--- config.mk ---
export PLATFORM = sky130hd
export DESIGN_NAME = synth_cfg_port
export DESIGN_NICKNAME = d
export VERILOG_FILES = /design/src/rtl/synth_cfg_pkg.sv /design/src/rtl/cfg_sync.sv /design/src/rtl/cfg_shifter.sv /design/src/rtl/cfg_latch_fsm.sv /design/src/rtl/synth_cfg_port.sv
export SDC_FILE = /design/constraint.sdc
export NUM_CORES = 1
export LEC_CHECK = 0
export BUFFER_PORTS_ARGS = -buffer_cell sky130_fd_sc_hd__clkbuf_2
export CORE_ASPECT_RATIO = 0.7
export CORE_MARGIN = 4
export CORE_UTILIZATION = 54
export DETAILED_ROUTE_END_ITERATION = 12
export PLACE_DENSITY = 0.79
export RECOVER_POWER = 50
export SYNTH_ARGS = -nofsm -noshare
export SYNTH_HDL_FRONTEND = slang
export SYNTH_SLANG_ARGS = --single-unit
--- constraint.sdc ---
create_clock -name clk -period 1.7 [get_ports clk]
set_input_delay 0.17 -clock clk [delete_from_list [all_inputs] [get_ports clk]]
set_output_delay 0.17 -clock clk [all_outputs]
set_load 0.05 [all_outputs]
--- src/rtl/synth_cfg_pkg.sv ---
package synth_cfg_pkg;

    typedef enum logic [1:0] {
        ST_HOLD = 2'd0,
        ST_PAR  = 2'd1,
        ST_SER  = 2'd2
    } cfg_state_e;

endpackage

--- src/rtl/cfg_sync.sv ---
module cfg_sync #(
    parameter int WIDTH = 1,
    parameter int STAGES = 2,
    parameter logic [WIDTH-1:0] RST_VAL = '0
) (
    input  logic             clk,
    input  logic             rst_n,
    input  logic [WIDTH-1:0] d_in,
    output logic [WIDTH-1:0] d_out
);

    logic [WIDTH-1:0] pipe [STAGES];

    always_ff @(posedge clk or negedge rst_n) begin
        if (!rst_n) begin
            for (int i = 0; i < STAGES; i++) pipe[i] <= RST_VAL;
        end else begin
            pipe[0] <= d_in;
            for (int i = 1; i < STAGES; i++) pipe[i] <= pipe[i-1];
        end
    end

    assign d_out = pipe[STAGES-1];

endmodule

--- src/rtl/cfg_shifter.sv ---
module cfg_shifter #(
    parameter int LEN = 14
) (
    input  logic           clk,
    input  logic           rst_n,
    input  logic           sclk_s,
    input  logic           sdat_s,
    output logic [LEN-1:0] sr,
    output logic           bit_out
);

    logic sclk_d;
    logic rise;

    assign rise = sclk_s & ~sclk_d;

    always_ff @(posedge clk or negedge rst_n) begin
        if (!rst_n) begin
            sclk_d  <= 1'b0;
            sr      <= '0;
            bit_out <= 1'b0;
        end else begin
            sclk_d <= sclk_s;
            if (rise) begin
                sr      <= {sr[LEN-2:0], sdat_s};
                bit_out <= sr[LEN-1];
            end
        end
    end

    // register moves only on a synchronized serial clock rise
    a_r2_no_shift_without_edge: assert property (@(posedge clk) disable iff (!rst_n)
        !(sclk_s && !sclk_d) |=> $stable(sr));

    a_r2_shift_in: assert property (@(posedge clk) disable iff (!rst_n)
        (sclk_s && !sclk_d) |=> (sr[0] == $past(sdat_s)) && (bit_out == $past(sr[LEN-1])));

endmodule

--- src/rtl/cfg_latch_fsm.sv ---
module cfg_latch_fsm
    import synth_cfg_pkg::*;
#(
    parameter int M_BITS = 9,
    parameter int N_BITS = 2,
    parameter int T_BITS = 3,
    localparam int SR_LEN = M_BITS + N_BITS + T_BITS
) (
    input  logic              clk,
    input  logic              rst_n,
    input  logic              par_s,
    input  logic              sld_s,
    input  logic [M_BITS-1:0] pm_s,
    input  logic [N_BITS-1:0] pn_s,
    input  logic [SR_LEN-1:0] sr,
    output logic [M_BITS-1:0] cfg_m,
    output logic [N_BITS-1:0] cfg_n,
    output logic [T_BITS-1:0] cfg_t
);

    cfg_state_e state, state_nx;

    always_comb begin
        state_nx = state;
        unique case (state)
            ST_HOLD: begin
                if (!par_s)     state_nx = ST_PAR;
                else if (sld_s) state_nx = ST_SER;
            end
            ST_PAR: begin
                if (par_s) state_nx = sld_s ? ST_SER : ST_HOLD;
            end
            ST_SER: begin
                if (!par_s)      state_nx = ST_PAR;
                else if (!sld_s) state_nx = ST_HOLD;
            end
            default: state_nx = ST_HOLD;
        endcase
    end

    always_ff @(posedge clk or negedge rst_n) begin
        if (!rst_n) state <= ST_HOLD;
        else        state <= state_nx;
    end

    always_ff @(posedge clk or negedge rst_n) begin
        if (!rst_n) begin
            cfg_m <= '0;
            cfg_n <= '0;
            cfg_t <= '0;
        end else begin
            unique case (state_nx)
                ST_PAR: begin
                    cfg_m <= pm_s;
                    cfg_n <= pn_s;
                    cfg_t <= '0;
                end
                ST_SER: begin
                    cfg_t <= sr[SR_LEN-1 -: T_BITS];
                    cfg_n <= sr[M_BITS +: N_BITS];
                    cfg_m <= sr[M_BITS-1:0];
                end
                default: ;
            endcase
        end
    end

    // test code zero while parallel strobe low
    a_r6_t_zero: assert property (@(posedge clk) disable iff (!rst_n)
        !par_s |=> (cfg_t == '0));

    // pins pass through while parallel strobe low
    a_r5_par_track: assert property (@(posedge clk) disable iff (!rst_n)
        !par_s |=> (cfg_m == $past(pm_s)) && (cfg_n == $past(pn_s)));

    // serial fields taken from shift register
    a_r4_ser_follow: assert property (@(posedge clk) disable iff (!rst_n)
        (par_s && sld_s) |=> (cfg_m == $past(sr[M_BITS-1:0])));

    a_r3_t_field: assert property (@(posedge clk) disable iff (!rst_n)
        (par_s && sld_s) |=> (cfg_t == $past(sr[SR_LEN-1 -: T_BITS])));

    // nothing moves without a load
    a_r8_hold_stable: assert property (@(posedge clk) disable iff (!rst_n)
        (par_s && !sld_s) |=> $stable(cfg_m) && $stable(cfg_n) && $stable(cfg_t));

endmodule

--- src/rtl/synth_cfg_port.sv ---
module synth_cfg_port #(
    parameter int M_BITS = 9,
    parameter int N_BITS = 2,
    parameter int T_BITS = 3,
    parameter int SYNC_STAGES = 2
) (
    input  logic              clk,
    input  logic              rst_n,
    input  logic              par_ld,
    input  logic [M_BITS-1:0] par_m,
    input  logic [N_BITS-1:0] par_n,
    input  logic              ser_clk,
    input  logic              ser_dat,
    input  logic              ser_ld,
    output logic [M_BITS-1:0] cfg_m,
    output logic [N_BITS-1:0] cfg_n,
    output logic [T_BITS-1:0] cfg_t,
    output logic              shift_out
);

    localparam int SR_LEN  = M_BITS + N_BITS + T_BITS;
    localparam int PIN_W   = M_BITS + N_BITS;

    logic [3:0]        ctl_s;
    logic [PIN_W-1:0]  pins_s;
    logic [SR_LEN-1:0] sr;

    // order: {parallel strobe, serial clock, serial load, serial data}
    cfg_sync #(.WIDTH(4), .STAGES(SYNC_STAGES), .RST_VAL(4'b1000)) u_ctl_sync (
        .clk   (clk),
        .rst_n (rst_n),
        .d_in  ({par_ld, ser_clk, ser_ld, ser_dat}),
        .d_out (ctl_s)
    );

    cfg_sync #(.WIDTH(PIN_W), .STAGES(SYNC_STAGES), .RST_VAL('0)) u_pin_sync (
        .clk   (clk),
        .rst_n (rst_n),
        .d_in  ({par_n, par_m}),
        .d_out (pins_s)
    );

    cfg_shifter #(.LEN(SR_LEN)) u_shifter (
        .clk     (clk),
        .rst_n   (rst_n),
        .sclk_s  (ctl_s[2]),
        .sdat_s  (ctl_s[0]),
        .sr      (sr),
        .bit_out (shift_out)
    );

    cfg_latch_fsm #(.M_BITS(M_BITS), .N_BITS(N_BITS), .T_BITS(T_BITS)) u_fsm (
        .clk   (clk),
        .rst_n (rst_n),
        .par_s (ctl_s[3]),
        .sld_s (ctl_s[1]),
        .pm_s  (pins_s[M_BITS-1:0]),
        .pn_s  (pins_s[PIN_W-1 -: N_BITS]),
        .sr    (sr),
        .cfg_m (cfg_m),
        .cfg_n (cfg_n),
        .cfg_t (cfg_t)
    );

    // outputs stay cleared until the first load after reset
    a_r1_reset_clear: assert property (@(posedge clk)
        $rose(rst_n) |-> (cfg_m == '0) && (cfg_t == '0) && (shift_out == 1'b0));

endmodule

==> Yosys cells after proc, flatten, opt, wreduce, memory -nomap -nowiden <==
Cells that the tools add are included.
{ "word_totals": {"out_inout_bits": 15, "register_bits": 62, "word_cells": 29, "inputBits": 17} }
{ "op_classes": {"eq_ne": 4, "n_reduce_logical": 2, "bitwise_logic": 2, "n_mux": 10} }
{ "ops": {"columns": ["operator", "count"], "rows": [
  ["9-bit one-hot mux with 2 select lines", 1],
  ["2-bit two-way mux", 6],
  ["2-bit one-hot mux with 3 select lines", 1],
  ["3-bit one-hot mux with 2 select lines", 1],
  ["2-bit by 1-bit == test with 1-bit output (second input constant)", 2],
  ["2-bit == test (second input constant)", 2],
  ["2-bit one-hot mux with 2 select lines", 1],
  ["2-bit zero test", 1],
  ["2-bit nonzero test", 1],
  ["1-bit bitwise AND", 1],
  ["1-bit NOT", 1]
]} }

==> Logic depth before layout (Yosys ltp) <==
Gate-level depths: netlist of run 1.
{ "depth": {"word_depth": 5, "depth_mapped": 7, "depth_no_buf": 5} }

==> By module <==
A second synthesis of run 1 with hierarchy kept.
{ "hier_totals": {"cells_unflattened": 147, "area_unflattened_um2": 2240.9} }
{ "modules_own_cells": {"columns": ["mod", "seq_area_each_um2", "n_inst", "cells_per_inst", "area_per_inst_um2"], "rows": [
  ["cfg_latch_fsm", 400.4, 1, 68, 723.2],
  ["cfg_shifter", 400.4, 1, 34, 651.9],
  ["cfg_sync (u_pin_sync)", 550.5, 1, 33, 633.1],
  ["cfg_sync (u_ctl_sync)", 202.7, 1, 12, 232.7]
]} }

==> Worst setup path before layout of run 1 <==
Ideal clock, no wire load.
{ "synth_timing": {"kind": "register to register", "from": "register u_ctl_sync.pipe, in the netlist u_ctl_sync.d_out[3]", "to": "register u_fsm.cfg_t[1]", "required_time_ps": 1566, "path_buffers": 2, "setup_slack_ps": 179, "setup_ps": 134, "stages_incl_launch_ff": 8, "synth_period_minus_slack_ps": 1521, "arrival_time_ps": 1387, "cell_sequence": "dfstp_2 -> nand2_1 -> a21oi_1 -> ha_1 -> buf_2 -> clkbuf_1 -> nand2_1 -> o21ai_0"} }
{ "synth_via": {"elab_chain_len": 4, "word_cells_on_any_way": 8, "cone_classes": "eq/ne: 2; mux: 5; reduce/logical: 1"} }
{ "synth_rtl": {"columns": ["element", "line_no", "rtl"], "rows": [
  ["start, declared", "cfg_sync.sv:12", "logic [WIDTH-1:0] pipe [STAGES];"],
  ["2-bit two-way mux (on tied branches)", "cfg_latch_fsm.sv:34, cfg_latch_fsm.sv:27, cfg_latch_fsm.sv:31", null],
  ["2-bit one-hot mux with 3 select lines (*)", "cfg_latch_fsm.sv:25", "unique case (state)"],
  ["via u_fsm.state_nx[1]", "cfg_latch_fsm.sv:21", "cfg_state_e state, state_nx;"],
  ["2-bit == test / 2-bit by 1-bit == test with 1-bit output (equally long branches)", "cfg_latch_fsm.sv:52", "unique case (state_nx)"],
  ["3-bit one-hot mux with 2 select lines / 2-bit nonzero test (equally long branches)", null, null],
  ["end signal, assigned", "cfg_latch_fsm.sv:59", "cfg_t <= sr[SR_LEN-1 -: T_BITS];"],
  ["end, declared", "cfg_latch_fsm.sv:18", "output logic [T_BITS-1:0] cfg_t"]
]} }
Mark *: on every way through the listed nets, which the timed path passes. The rest lies on a longest branch.
A chain may end at the register's enable or synchronous reset.

==> Final worst setup path of run 1 <==
{ "layout_timing": {"from": "register u_ctl_sync.pipe, in the netlist u_ctl_sync.d_out[3]", "to": "register u_fsm.cfg_m[5]"} }
{ "layout_via": {"elab_chain_len": 4, "word_cells_on_any_way": 8, "cone_classes": "eq/ne: 2; mux: 5; reduce/logical: 1"} }
{ "layout_rtl": {"columns": ["element", "line_no", "rtl"], "rows": [
  ["2-bit two-way mux (on tied branches)", "cfg_latch_fsm.sv:34, cfg_latch_fsm.sv:27, cfg_latch_fsm.sv:31", null],
  ["2-bit one-hot mux with 3 select lines (*)", "cfg_latch_fsm.sv:25", null],
  ["via u_fsm.state_nx[1]", "cfg_latch_fsm.sv:21", null],
  ["2-bit == test / 2-bit by 1-bit == test with 1-bit output (equally long branches)", "cfg_latch_fsm.sv:52", null],
  ["9-bit one-hot mux with 2 select lines / 2-bit nonzero test (equally long branches)", null, null],
  ["end signal, assigned", "cfg_latch_fsm.sv:54", "cfg_m <= pm_s;"],
  ["end signal, assigned", "cfg_latch_fsm.sv:61", "cfg_m <= sr[M_BITS-1:0];"],
  ["end, declared", "cfg_latch_fsm.sv:16", "output logic [M_BITS-1:0] cfg_m,"]
]} }
Marks and branches as above.

==> metrics, run 1 <==
part of the power in registers=50.1%; total power per unit cell area=1430 nW/µm²; Critical-path top delay cell=sky130_fd_sc_hd__dfstp_2; Int Pwr=2.69 mW; kind of start point of the critical path=flip-flop; initial standard-cell utilization of the core=58.0%; total track usage=17.3%; Top Ports=32; Tcrit/Tclk final=92.1%; Die ar.=5000 µm²; total CTS buffers=9; Net Count, Synth=150; clock tree skew after final layout=0.00730 ns; end-of-flow core utilization=72.9%; Final Setup Violations=0; number of vias after detailed routing=1151; cell types occupying the most area after synthesis=sky130_fd_sc_hd__dfrtp_1, sky130_fd_sc_hd__mux2_4, sky130_fd_sc_hd__mux2i_1; maximum number of pins on one net before global-route repair=63; Horiz. Die Dim=82.8 µm; number of rows in the core area=18; biggest area consumer among synthesized cells=sky130_fd_sc_hd__dfrtp_1; switch share=29.3%; Congestion Overflow GR=0; wire length per cell=14.1 µm; Peak Freq=639 MHz; total wirelength of the detailed-routed design=3.44 mm; portion of the post-synthesis area used by sequential elements=73.5%; TritonCTS clock tree=built; clk sink count=62; switching power=1.11 mW; placed standard-cell area=2330 µm²; cell breakdown of the critical path=nand2_1 -> a21oi_1 -> ha_1 -> buf_4 -> mux2i_1 -> o21ai_0; share of the synthesized area in the top cell type=71.0%; fraction of final layout cells with drive strength greater than 1=35.6%; result of the run=finished, final reports clean; type of the worst setup path=flip-flop to flip-flop; clock latency on the worst-skew pair=0.33 ns; number of antenna violations at the first check in global routing=0; nets@finish=207; vias in the first global route=1246; number of detailed-route iterations in the first pass=4; first-pass GRT wire length=5.90 mm; Crit path arrival time=1.77 ns; instance count of the mapped netlist=132; Iter 0 DRT Violations=61; setup TNS=0 ns; number of pins exceeding their max-slew limit in the final report=0; area growth from synthesis to layout=25.7%; Post-Synthesis Cell Area=2110 µm²; buffer and inverter count on the worst path=1; Slew @ Worst Pin=0.799 ns; maximum vdd drop=0.839 mV; antenna diode instance count=0; average via count per standard cell=4.72; count of warnings emitted by yosys=0; Post-DRT Antenna Nets=0; Tmin final=1.57 ns; max-slew headroom at the worst pin=46.7%; Final GP Congestion=0.718; core region area=3650 µm²; Clk Tree Root Cell=sky130_fd_sc_hd__clkbuf_8; Logic pwr share=19.5%; Synth cell types=17; RSZ-0062 raised after global routing=false; worst min-delay path category=flip-flop to flip-flop; Data required, critical path=1.90 ns; category of the worst setup path capture point=flip-flop; IO Port Bufs=31; hold violation count in the final report=0; deepest clock path buffer count=2; FF+latch count, synth=62; Post-Layout Inst Area=2660 µm²; mean cell area of the mapped netlist=16.0 µm²; static power due to leakage=1.27 nW; kind of cell with the highest combined delay on the critical path=flip-flops; die span in y=60.4 µm; MaxCap Viol Count=0; relative contribution of the clock network to total power=30.5%; H-tree depth=3; clock edge transition at the registers on the reported setup and hold paths=0.07 ns; Slowest Stage Delay on Critical Path=0.53 ns; HPWL Detailed=2.12 mm; maximum fanout along the worst path=9; drc violations=0
## final timing paths
kind / cells after the start / to / from / slack (ns)
worst max-delay path: 6 / u_fsm.cfg_m[5] / u_ctl_sync.d_out[3] / 0.13
worst min-delay path: 0 / u_pin_sync.d_out[6] / u_pin_sync.pipe[17] / 0.34
worst max register to register: 6 / u_fsm.cfg_m[5] / u_ctl_sync.d_out[3] / 0.13
worst min register to register: 0 / u_pin_sync.d_out[6] / u_pin_sync.pipe[17] / 0.34
max in group asynchronous: 3 / u_pin_sync.pipe[17] / rst_n / 0.60
min in group asynchronous: 3 / u_shifter.sr[2] / rst_n / 0.58
## cells in the mapped netlist
cell,number
sky130_fd_sc_hd__dfstp_2,2
sky130_fd_sc_hd__mux2_4,10
sky130_fd_sc_hd__buf_6,2
sky130_fd_sc_hd__buf_12,1
sky130_fd_sc_hd__buf_2,2
sky130_fd_sc_hd__ha_1,1
sky130_fd_sc_hd__nand2_1,18
sky130_fd_sc_hd__buf_4,1
sky130_fd_sc_hd__nor2b_4,1
sky130_fd_sc_hd__clkbuf_1,1
sky130_fd_sc_hd__mux2i_1,11
sky130_fd_sc_hd__a21o_1,1
sky130_fd_sc_hd__inv_1,1
sky130_fd_sc_hd__a21oi_1,1
sky130_fd_sc_hd__dfrtp_1,60
sky130_fd_sc_hd__mux2_2,5
sky130_fd_sc_hd__o21ai_0,14
## routing by layer
layer | part of all wire [%] | wire length [µm] | track usage [%] | up-vias
met5 | 0 | 0 | 0 | -
met4 | 1.0 | 36 | 6.06 | 0
met1 | 41 | 1420 | 20.3 | 565
met2 | 52 | 1780 | 27.1 | 29
li1 | - | - | - | 553
met3 | 6.1 | 209 | 9.79 | 4
## timing repair
item | in CTS | in global routing
hold buffers | 16 | 0
buffers inserted | 0 | 0
resized for setup | 0 | 0
endpoints found under the hold margin | 75 | 0
## through the flow
step	std cells	hold WS, ns	total power [mW]	setup slack (ns)
floorplan	132	-0.126	2.43	0.179
finish	244	0.343	3.80	0.135
detailed placement	212	0.203	2.66	0.158
CTS	244	0.348	3.86	0.123
global route	244	0.357	4.01	0.00826
global placement	212	0.197	2.61	0.241
## cell usage in the layout, fill, tap and decap left out
cell                            instances
sky130_fd_sc_hd__ha_1                   1
sky130_fd_sc_hd__o21ai_0               14
sky130_fd_sc_hd__clkinv_2               2
sky130_fd_sc_hd__nor2b_4                1
sky130_fd_sc_hd__nand2_1               18
sky130_fd_sc_hd__clkbuf_8              12
sky130_fd_sc_hd__inv_1                  1
sky130_fd_sc_hd__clkbuf_1               2
sky130_fd_sc_hd__clkbuf_4               1
sky130_fd_sc_hd__clkinvlp_4             1
sky130_fd_sc_hd__clkbuf_2              30
sky130_fd_sc_hd__dfstp_2                2
sky130_fd_sc_hd__a21oi_1                1
sky130_fd_sc_hd__mux2_2                 5
sky130_fd_sc_hd__dfrtp_1               60
sky130_fd_sc_hd__buf_4                  5
sky130_fd_sc_hd__mux2_4                10
sky130_fd_sc_hd__mux2i_1               11
sky130_fd_sc_hd__a21o_1                 1
sky130_fd_sc_hd__dlygate4sd3_1         16
## logic make-up after synthesis
logic type / share of synthesized area (%)
flops: 73.5
mux: 15.0
simple gates: 3.85
compound gates: 3.91
buf+inv: 3.20
fa+ha+maj: 0.592
## sequential cells by signal, indices dropped and copies added, names as in the netlist
register           flops
u_ctl_sync.d_out       4
u_ctl_sync.pipe        4
u_fsm.cfg_m            9
u_fsm.cfg_n            2
u_fsm.cfg_t            3
u_fsm.state            2
u_pin_sync.d_out      11
u_pin_sync.pipe       11
u_shifter.bit_out      1
u_shifter.sclk_d       1
u_shifter.sr          14
## power groups by stage
stage	clock, mW	sequential, mW	combinational, mW
5_1_grt	1.28	1.94	0.795
3_3_place_gp	0	1.91	0.701
2_1_floorplan	0	2.12	0.315
3_5_place_dp	0	1.93	0.725
4_1_cts	1.19	1.91	0.756
6_report	1.16	1.91	0.740
## cell type report
type	instances	area [µm²]
Sequential cell	62	1550
Fill cell	264	990
Multi-Input combinational cell	62	493
Timing Repair Buffer	53	359
Clock buffer	13	169
Tap cell	50	62.6
Clock inverter	3	17.5
Inverter	1	3.75
(Power assumes the default switching activity.)
==> run 2, diff against run 1 <==
--- a/config.mk
+++ b/config.mk
@@ -8,10 +8,13 @@
 export BUFFER_PORTS_ARGS = -buffer_cell sky130_fd_sc_hd__clkbuf_2
 export CORE_ASPECT_RATIO = 0.7
 export CORE_MARGIN = 4
-export CORE_UTILIZATION = 54
+export CORE_UTILIZATION = 55
+export CTS_CLUSTER_SIZE = 24
 export DETAILED_ROUTE_END_ITERATION = 12
-export PLACE_DENSITY = 0.79
+export PLACE_DENSITY = 0.8
 export RECOVER_POWER = 50
+export SLEW_MARGIN = 20
 export SYNTH_ARGS = -nofsm -noshare
 export SYNTH_HDL_FRONTEND = slang
+export SYNTH_HIERARCHICAL = 1
 export SYNTH_SLANG_ARGS = --single-unit
==> run 2 against run 1 <==
  * Die area rose by 3.6%
  * Synthesized area up 6.0%
  * Clock skew hardly changed
  * Synthesized cell count increased by 11%
  * Final area up 2.4%
  * Largest power group unchanged
  * Highest routed layer unchanged
==> metrics, run 2 <==
placed standard-cell area=2340 µm² (+0.65%); TritonCTS clock tree=built; FF+latch count, synth=62 (unchanged); initial standard-cell utilization of the core=57.1% (-0.83 points); number of synthesized flops with an enable pin=0 (unchanged); synth cell count leaders=sky130_fd_sc_hd__dfrtp_1, sky130_fd_sc_hd__nand2_1, sky130_fd_sc_hd__buf_4; total wirelength of the detailed-routed design=3.58 mm (+4.2%); total track usage=16.5% (-0.75 points); R2R Path Start=u_ctl_sync/d_out[3]; antenna diode instance count=0 (unchanged); core region area=3920 µm² (+7.5%); nets@finish=207 (unchanged); average via count per standard cell=4.71 (about the same); Primary FF master, synth=sky130_fd_sc_hd__dfrtp_1; Final Setup Violations=0 (unchanged); Post-Synthesis Cell Area=2240 µm² (+6.0%); area growth from synthesis to layout=21.6%; worst-case register-to-register setup slack=0.1 ns (-0.04 ns); share of the synthesized area in the top cell type=67.0% (-4.0 points); max reg flops=14 (unchanged); commonest cells after routing, fill and taps aside=sky130_fd_sc_hd__dfrtp_1, sky130_fd_sc_hd__clkbuf_2, sky130_fd_sc_hd__nand2_1, sky130_fd_sc_hd__dlygate4sd3_1; Data required, critical path=1.93 ns (+0.03 ns); most frequent standard cell in the layout excluding fill and tap cells=sky130_fd_sc_hd__dfrtp_1; clk sink count=62 (unchanged); maximum vdd drop=0.949 mV (+13%); met2 wire length=1.74 mm (-2.2%); Peak Freq=625 MHz (-2.2%); Iter 0 DRT Violations=59 (-3.3%); type of the worst setup path=flip-flop to flip-flop; count of warnings emitted by yosys=6 (+6); wire length per cell=14.6 µm (+3.7%); wl on met1=1.59 mm (+13%); number of vias after detailed routing=1155 (+0.35%); Net Count, Synth=165 (+10%); maximum fanout along the worst path=12 (+3); logic depth of the worst register-to-register path=5 (-1); H-tree depth=3 (unchanged); async set or reset register ratio after synthesis=100% (unchanged); Crit path arrival time=1.83 ns (+0.06 ns); post-route worst hold slack=0.347 ns (+0.00409 ns); number of detailed-route iterations in the first pass=4 (unchanged); number of pins exceeding their max-slew limit in the final report=0 (unchanged); total power per unit cell area=1490 nW/µm² (+4.5%); HPWL Detailed=2.28 mm (+7.4%); IO Port Bufs=31 (unchanged); wire length on met3=201 µm (-3.8%); clock latency on the worst-skew pair=0.33 ns (about the same); total CTS buffers=9 (unchanged); die span in y=61.4 µm (+1.7%); clock edge transition at the registers on the reported setup and hold paths=0.06 ns (about the same); first-pass GRT wire length=6.04 mm (+2.5%); capture endpoint of the worst hold path=u_pin_sync/d_out[3]; setup TNS=0 ns (unchanged); number of antenna violations at the first check in global routing=0 (unchanged); MaxCap Viol Count=0 (unchanged); category of the worst setup path capture point=flip-flop; biggest area consumer among synthesized cells=sky130_fd_sc_hd__dfrtp_1; instance count of the mapped netlist=147 (+11%); kind of start point of the critical path=flip-flop; most used standard cell by instance count after synthesis=sky130_fd_sc_hd__dfrtp_1; Congestion Overflow GR=0 (unchanged); Horiz. Die Dim=84.3 µm (+1.8%); portion of the post-synthesis area used by sequential elements=69.3% (-4.1 points); result of the run=finished, final reports clean; Final GP Congestion=0.745 (+3.7%); drc violations=0 (unchanged); RSZ-0062 raised after global routing=false; first element of the critical path=u_ctl_sync/d_out[3]; clock tree skew after final layout=0.00758 ns (+0.000276 ns); static power due to leakage=1.29 nW (+1.7%); Reg2Reg Capture Point=u_fsm/cfg_t[2]; worst min-delay path category=flip-flop to flip-flop; Synth cell types=17 (unchanged); Top Ports=32 (unchanged); deepest clock path buffer count=2 (unchanged); Die ar.=5180 µm² (+3.6%); maximum number of pins on one net before global-route repair=63 (unchanged); max-slew headroom at the worst pin=47.1% (+0.35 points); cell types occupying the most area after synthesis=sky130_fd_sc_hd__dfrtp_1, sky130_fd_sc_hd__mux2_4, sky130_fd_sc_hd__buf_4; number of rows in the core area=19 (+1); hold depth=0 (unchanged); fraction of final layout cells with drive strength greater than 1=36.3% (+0.70 points); vias in the first global route=1229 (-1.4%); number of buffers added for setup after CTS=0 (unchanged); Slew @ Worst Pin=0.793 ns (-0.00530 ns); Clk Tree Root Cell=sky130_fd_sc_hd__clkbuf_8; min-delay src=u_pin_sync/pipe[14]; top routing layer in use=met4; hold violation count in the final report=0 (unchanged); mean cell area of the mapped netlist=15.2 µm² (-4.8%); register bank with the most flops=u_shifter/sr; Tcrit/Tclk final=94.2% (+2.1 points); Post-Layout Inst Area=2720 µm² (+2.4%); Post-DRT Antenna Nets=0 (unchanged); Tmin final=1.60 ns (+0.0358 ns)
run 2: layout make-up:
class / count / area [µm²]
Clock buffer: 12 / 155
Tap cell: 52 / 65.1
Timing Repair Buffer: 53 / 373
Inverter: 1 / 3.75
Multi-Input combinational cell: 62 / 505
Fill cell: 282 / 1200
Clock inverter: 3 / 67.6
Sequential cell: 62 / 1550
run 2: kinds of logic after synthesis:
family,share of synthesized area [%]
AO/OA/AOI/OAI,3.68
AND/OR/NAND/NOR,3.63
adder cells (fa/ha/maj),0.558
flip-flops,69.3
multiplexers,14.1
buffers and inverters,8.65
run 2: how the worst max path moves through the flow:
stage          cells after the start  slack [ns]        endpoint
3_5_place_dp                       6        0.03  u_fsm/cfg_m[3]
5_1_grt                            5        0.01  u_fsm/cfg_t[2]
4_1_cts                            5        0.03  u_fsm/cfg_t[2]
3_3_place_gp                       6        0.19  u_fsm/cfg_m[5]
6_report                           5         0.1  u_fsm/cfg_t[2]
2_1_floorplan                      8        0.14  u_fsm/cfg_m[0]
run 2: stage by stage:
| stage | worst slack [ns] | utilization (%) | power, mW | std cells |
|---|---|---|---|---|
| finish | 0.0990 | 69.4 | 4.07 | 245 |
| global route | 0.00993 | 69.4 | 4.28 | 245 |
| CTS | 0.0301 | 69.4 | 4.12 | 245 |
| detailed placement | 0.0285 | 59.7 | 2.65 | 214 |
| global placement | 0.193 | 59.7 | 2.61 | 214 |
| floorplan | 0.136 | - | 2.45 | 147 |
run 2: critical path, stage by stage (launching register included):
cell and delay (ns):
sky130_fd_sc_hd__dfstp_2 0.53, sky130_fd_sc_hd__nand2_1 0.05, sky130_fd_sc_hd__a21oi_1 0.24, sky130_fd_sc_hd__ha_4 0.28, sky130_fd_sc_hd__buf_4 0.18, sky130_fd_sc_hd__o21ai_0 0.21
run 2: what timing repair did:
action | CTS | global route
endpoints found under the hold margin | 75 | 0
resized for setup | 0 | 2
endpoints found under the setup margin | 0 | 7
hold buffers | 16 | 0
run 2: per-layer routing:
layer	up-vias	global-route usage, %
met3	4	8.96
met5	-	0
li1	555	-
met1	570	19.6
met2	26	25.7
met4	0	6.88
run 2: where the power goes:
group,switching [mW],internal [mW]
clock,0.519,0.898
sequential,0.176,1.73
combinational,0.429,0.322
total,1.12,2.95
==> run 3, diff against run 2 <==
--- a/config.mk
+++ b/config.mk
@@ -13,6 +13,7 @@
 export DETAILED_ROUTE_END_ITERATION = 12
 export PLACE_DENSITY = 0.8
 export RECOVER_POWER = 50
+export SETUP_SLACK_MARGIN = 0.5
 export SLEW_MARGIN = 20
 export SYNTH_ARGS = -nofsm -noshare
 export SYNTH_HDL_FRONTEND = slang
==> run 3 against run 2 <==
  * First-iteration DRC count fell by 19%
  * Setup slack improved by 0.066 ns
  * Critical path depth rose by 1
  * Sequential share of layout area fell by 3.5 points
  * Largest cell class unchanged
==> metrics, run 3 (synthesis results as in run 2) <==
fill cell total of the finished layout=234 (-17%); total CTS buffers=9 (unchanged); most frequent standard cell in the layout excluding fill and tap cells=sky130_fd_sc_hd__dfrtp_1; total area of multi-input combinational cells=563 µm² (+11%); MaxCap Viol Count=0 (unchanged); maximum number of pins on one net before global-route repair=38 (-40%); Slowest Stage Delay on Critical Path=0.54 ns (about the same); register bank with the most flops=u_shifter/sr; met2 wire length=2.20 mm (+27%); antenna diode instance count=0 (unchanged); kind of cell with the highest combined delay on the critical path=flip-flops; Int Pwr=2.78 mW (-5.7%); setup TNS=0 ns (unchanged); initial standard-cell utilization of the core=57.1% (unchanged); Clk Tree Root Cell=sky130_fd_sc_hd__clkbuf_8; max-slew headroom at the worst pin=42.3% (-4.8 points); Placed Instances=215 (+0.47%); total wirelength of the detailed-routed design=4.33 mm (+21%); Slew @ Worst Pin=0.866 ns (+0.0723 ns); IO Port Bufs=31 (unchanged); Peak Freq=652 MHz (+4.3%); H-tree depth=3 (unchanged); core region area=3920 µm² (unchanged); clock latency on the worst-skew pair=0.33 ns (about the same); average via count per standard cell=4.92 (+4.3%); Crit path arrival time=1.75 ns (-0.08 ns); nets@finish=215 (+3.9%); clock tree skew after final layout=0.0104 ns (+0.00285 ns); number of vias after detailed routing=1249 (+8.1%); Non-Filler Instances=254 (+3.7%); Post-Layout Inst Area=2900 µm² (+6.6%); Tmin final=1.53 ns (-0.0662 ns); sequential cell area=1550 µm² (unchanged); vias in the first global route=1282 (+4.3%); top routing layer in use=met4; category of the worst setup path capture point=flip-flop; worst min-delay path category=primary input to asynchronous set/reset pin; Die ar.=5180 µm² (unchanged); clk sink count=62 (unchanged); Top Ports=32 (unchanged); cell breakdown of the critical path=nand2_2 -> a21oi_4 -> ha_4 -> buf_12 -> mux2i_4 -> o21ai_2; area growth from synthesis to layout=29.5%; RSZ-0062 raised after global routing=true; first-pass GRT wire length=6.37 mm (+5.4%); Power Total=3.99 mW (-2.0%); commonest cells after routing, fill and taps aside=sky130_fd_sc_hd__dfrtp_1, sky130_fd_sc_hd__clkbuf_2, sky130_fd_sc_hd__dlygate4sd3_1, sky130_fd_sc_hd__nand2_1, sky130_fd_sc_hd__mux2_4; hold violation count in the final report=0 (unchanged); Horiz. Die Dim=84.3 µm (unchanged); part of the power in registers=48.3% (+1.5 points); post-route worst hold slack=0.221 ns (-0.126 ns); number of rows in the core area=19 (unchanged); placement-stage worst setup slack=0.153 ns (+0.124 ns); switching power=1.21 mW (+7.8%); placed standard-cell area=2350 µm² (+0.59%); Tcrit/Tclk final=90.3% (-3.9 points); Iter 0 DRT Violations=48 (-19%); die span in y=61.4 µm (unchanged); wire length per cell=17.0 µm (+17%); wire length on met3=236 µm (+17%); kind of start point of the critical path=flip-flop; total power per unit cell area=1370 nW/µm² (-8.0%); Final GP Congestion=0.751 (+0.83%); drc violations=0 (unchanged); fraction of final layout cells with drive strength greater than 1=43.1% (+6.8 points); number of pins exceeding their max-slew limit in the final report=0 (unchanged); number of antenna violations at the first check in global routing=0 (unchanged); static power due to leakage=1.37 nW (+6.3%); max reg flops=14 (unchanged); relative contribution of the clock network to total power=29.6% (-5.2 points); final setup margin=0.165 ns (+0.0662 ns); type of the worst setup path=flip-flop to flip-flop; clock edge transition at the registers on the reported setup and hold paths=0.07 ns (about the same); end-of-flow core utilization=74.0% (+4.6 points); switch share=30.4% (+2.8 points); total track usage=17.3% (+0.79 points); TritonCTS clock tree=built; HPWL Detailed=2.29 mm (+0.51%); deepest clock path buffer count=2 (unchanged); Final Setup Violations=0 (unchanged); Data required, critical path=1.92 ns (about the same); Congestion Overflow GR=0 (unchanged); maximum vdd drop=0.782 mV (-18%); number of detailed-route iterations in the first pass=4 (unchanged); Logic pwr share=22.1% (+3.7 points); maximum fanout along the worst path=5 (-7); buffer and inverter count on the worst path=1 (unchanged); Post-DRT Antenna Nets=0 (unchanged); wl on met1=1.82 mm (+14%); Critical-path top delay cell=sky130_fd_sc_hd__dfstp_2; result of the run=finished, final reports clean
==> run 3: worst reg2reg max path, stage by stage (launching register included) <==
cell                      delay, ns
sky130_fd_sc_hd__dfstp_2       0.54
sky130_fd_sc_hd__nand2_2       0.06
sky130_fd_sc_hd__a21oi_4       0.15
sky130_fd_sc_hd__ha_4          0.22
sky130_fd_sc_hd__buf_12        0.14
sky130_fd_sc_hd__mux2i_4       0.23
sky130_fd_sc_hd__o21ai_2       0.08
==> run 3: final timing paths <==
kind,start,slack (ns),cells after the start,to
max,u_ctl_sync/d_out[3],0.17,6,u_fsm/cfg_m[1]
min,rst_n,0.22,2,u_ctl_sync/d_out[2]
max reg2reg,u_ctl_sync/d_out[3],0.17,6,u_fsm/cfg_m[1]
min reg2reg,u_pin_sync/pipe[13],0.35,0,u_pin_sync/d_out[2]
max in group asynchronous,rst_n,0.35,3,u_pin_sync/d_out[9]
min in group clk,u_pin_sync/pipe[13],0.35,0,u_pin_sync/d_out[2]
==> run 3: repair_timing <==
action / in CTS / in global routing
resized for setup: 7 / 17
gates cloned: 1 / 4
hold buffers: 16 / 0
pin swaps: 2 / 4
endpoints found under the setup margin: 29 / 19
buffers inserted: 1 / 1
endpoints found under the hold margin: 75 / 0
==> run 3: area by class of cell <==
type	count	share of cell area, %
flip-flops and latches	62	53.5
multi-input cells	62	19.4
repair buffers	61	18.3
clock buffers	13	5.82
well taps	52	2.24
clock inverters	3	0.603
inverters	1	0.129
==> run 3: metal layers <==
layer  global-route usage (%)  vias to the layer above
li1                         -                      570
met5                        0                        -
met4                     9.63                        0
met2                     29.6                       33
met3                     7.62                        8
met1                     18.7                      638
==> run 3: power groups by stage <==
| stage | clock network, mW | registers, mW | logic, mW |
|---|---|---|---|
| 2_1_floorplan | 0 | 2.11 | 0.359 |
| 3_3_place_gp | 0 | 1.91 | 0.706 |
| 3_5_place_dp | 0 | 1.93 | 0.731 |
| 4_1_cts | 1.20 | 1.91 | 0.780 |
| 5_1_grt | 1.28 | 1.96 | 0.933 |
| 6_report | 1.18 | 1.93 | 0.883 |
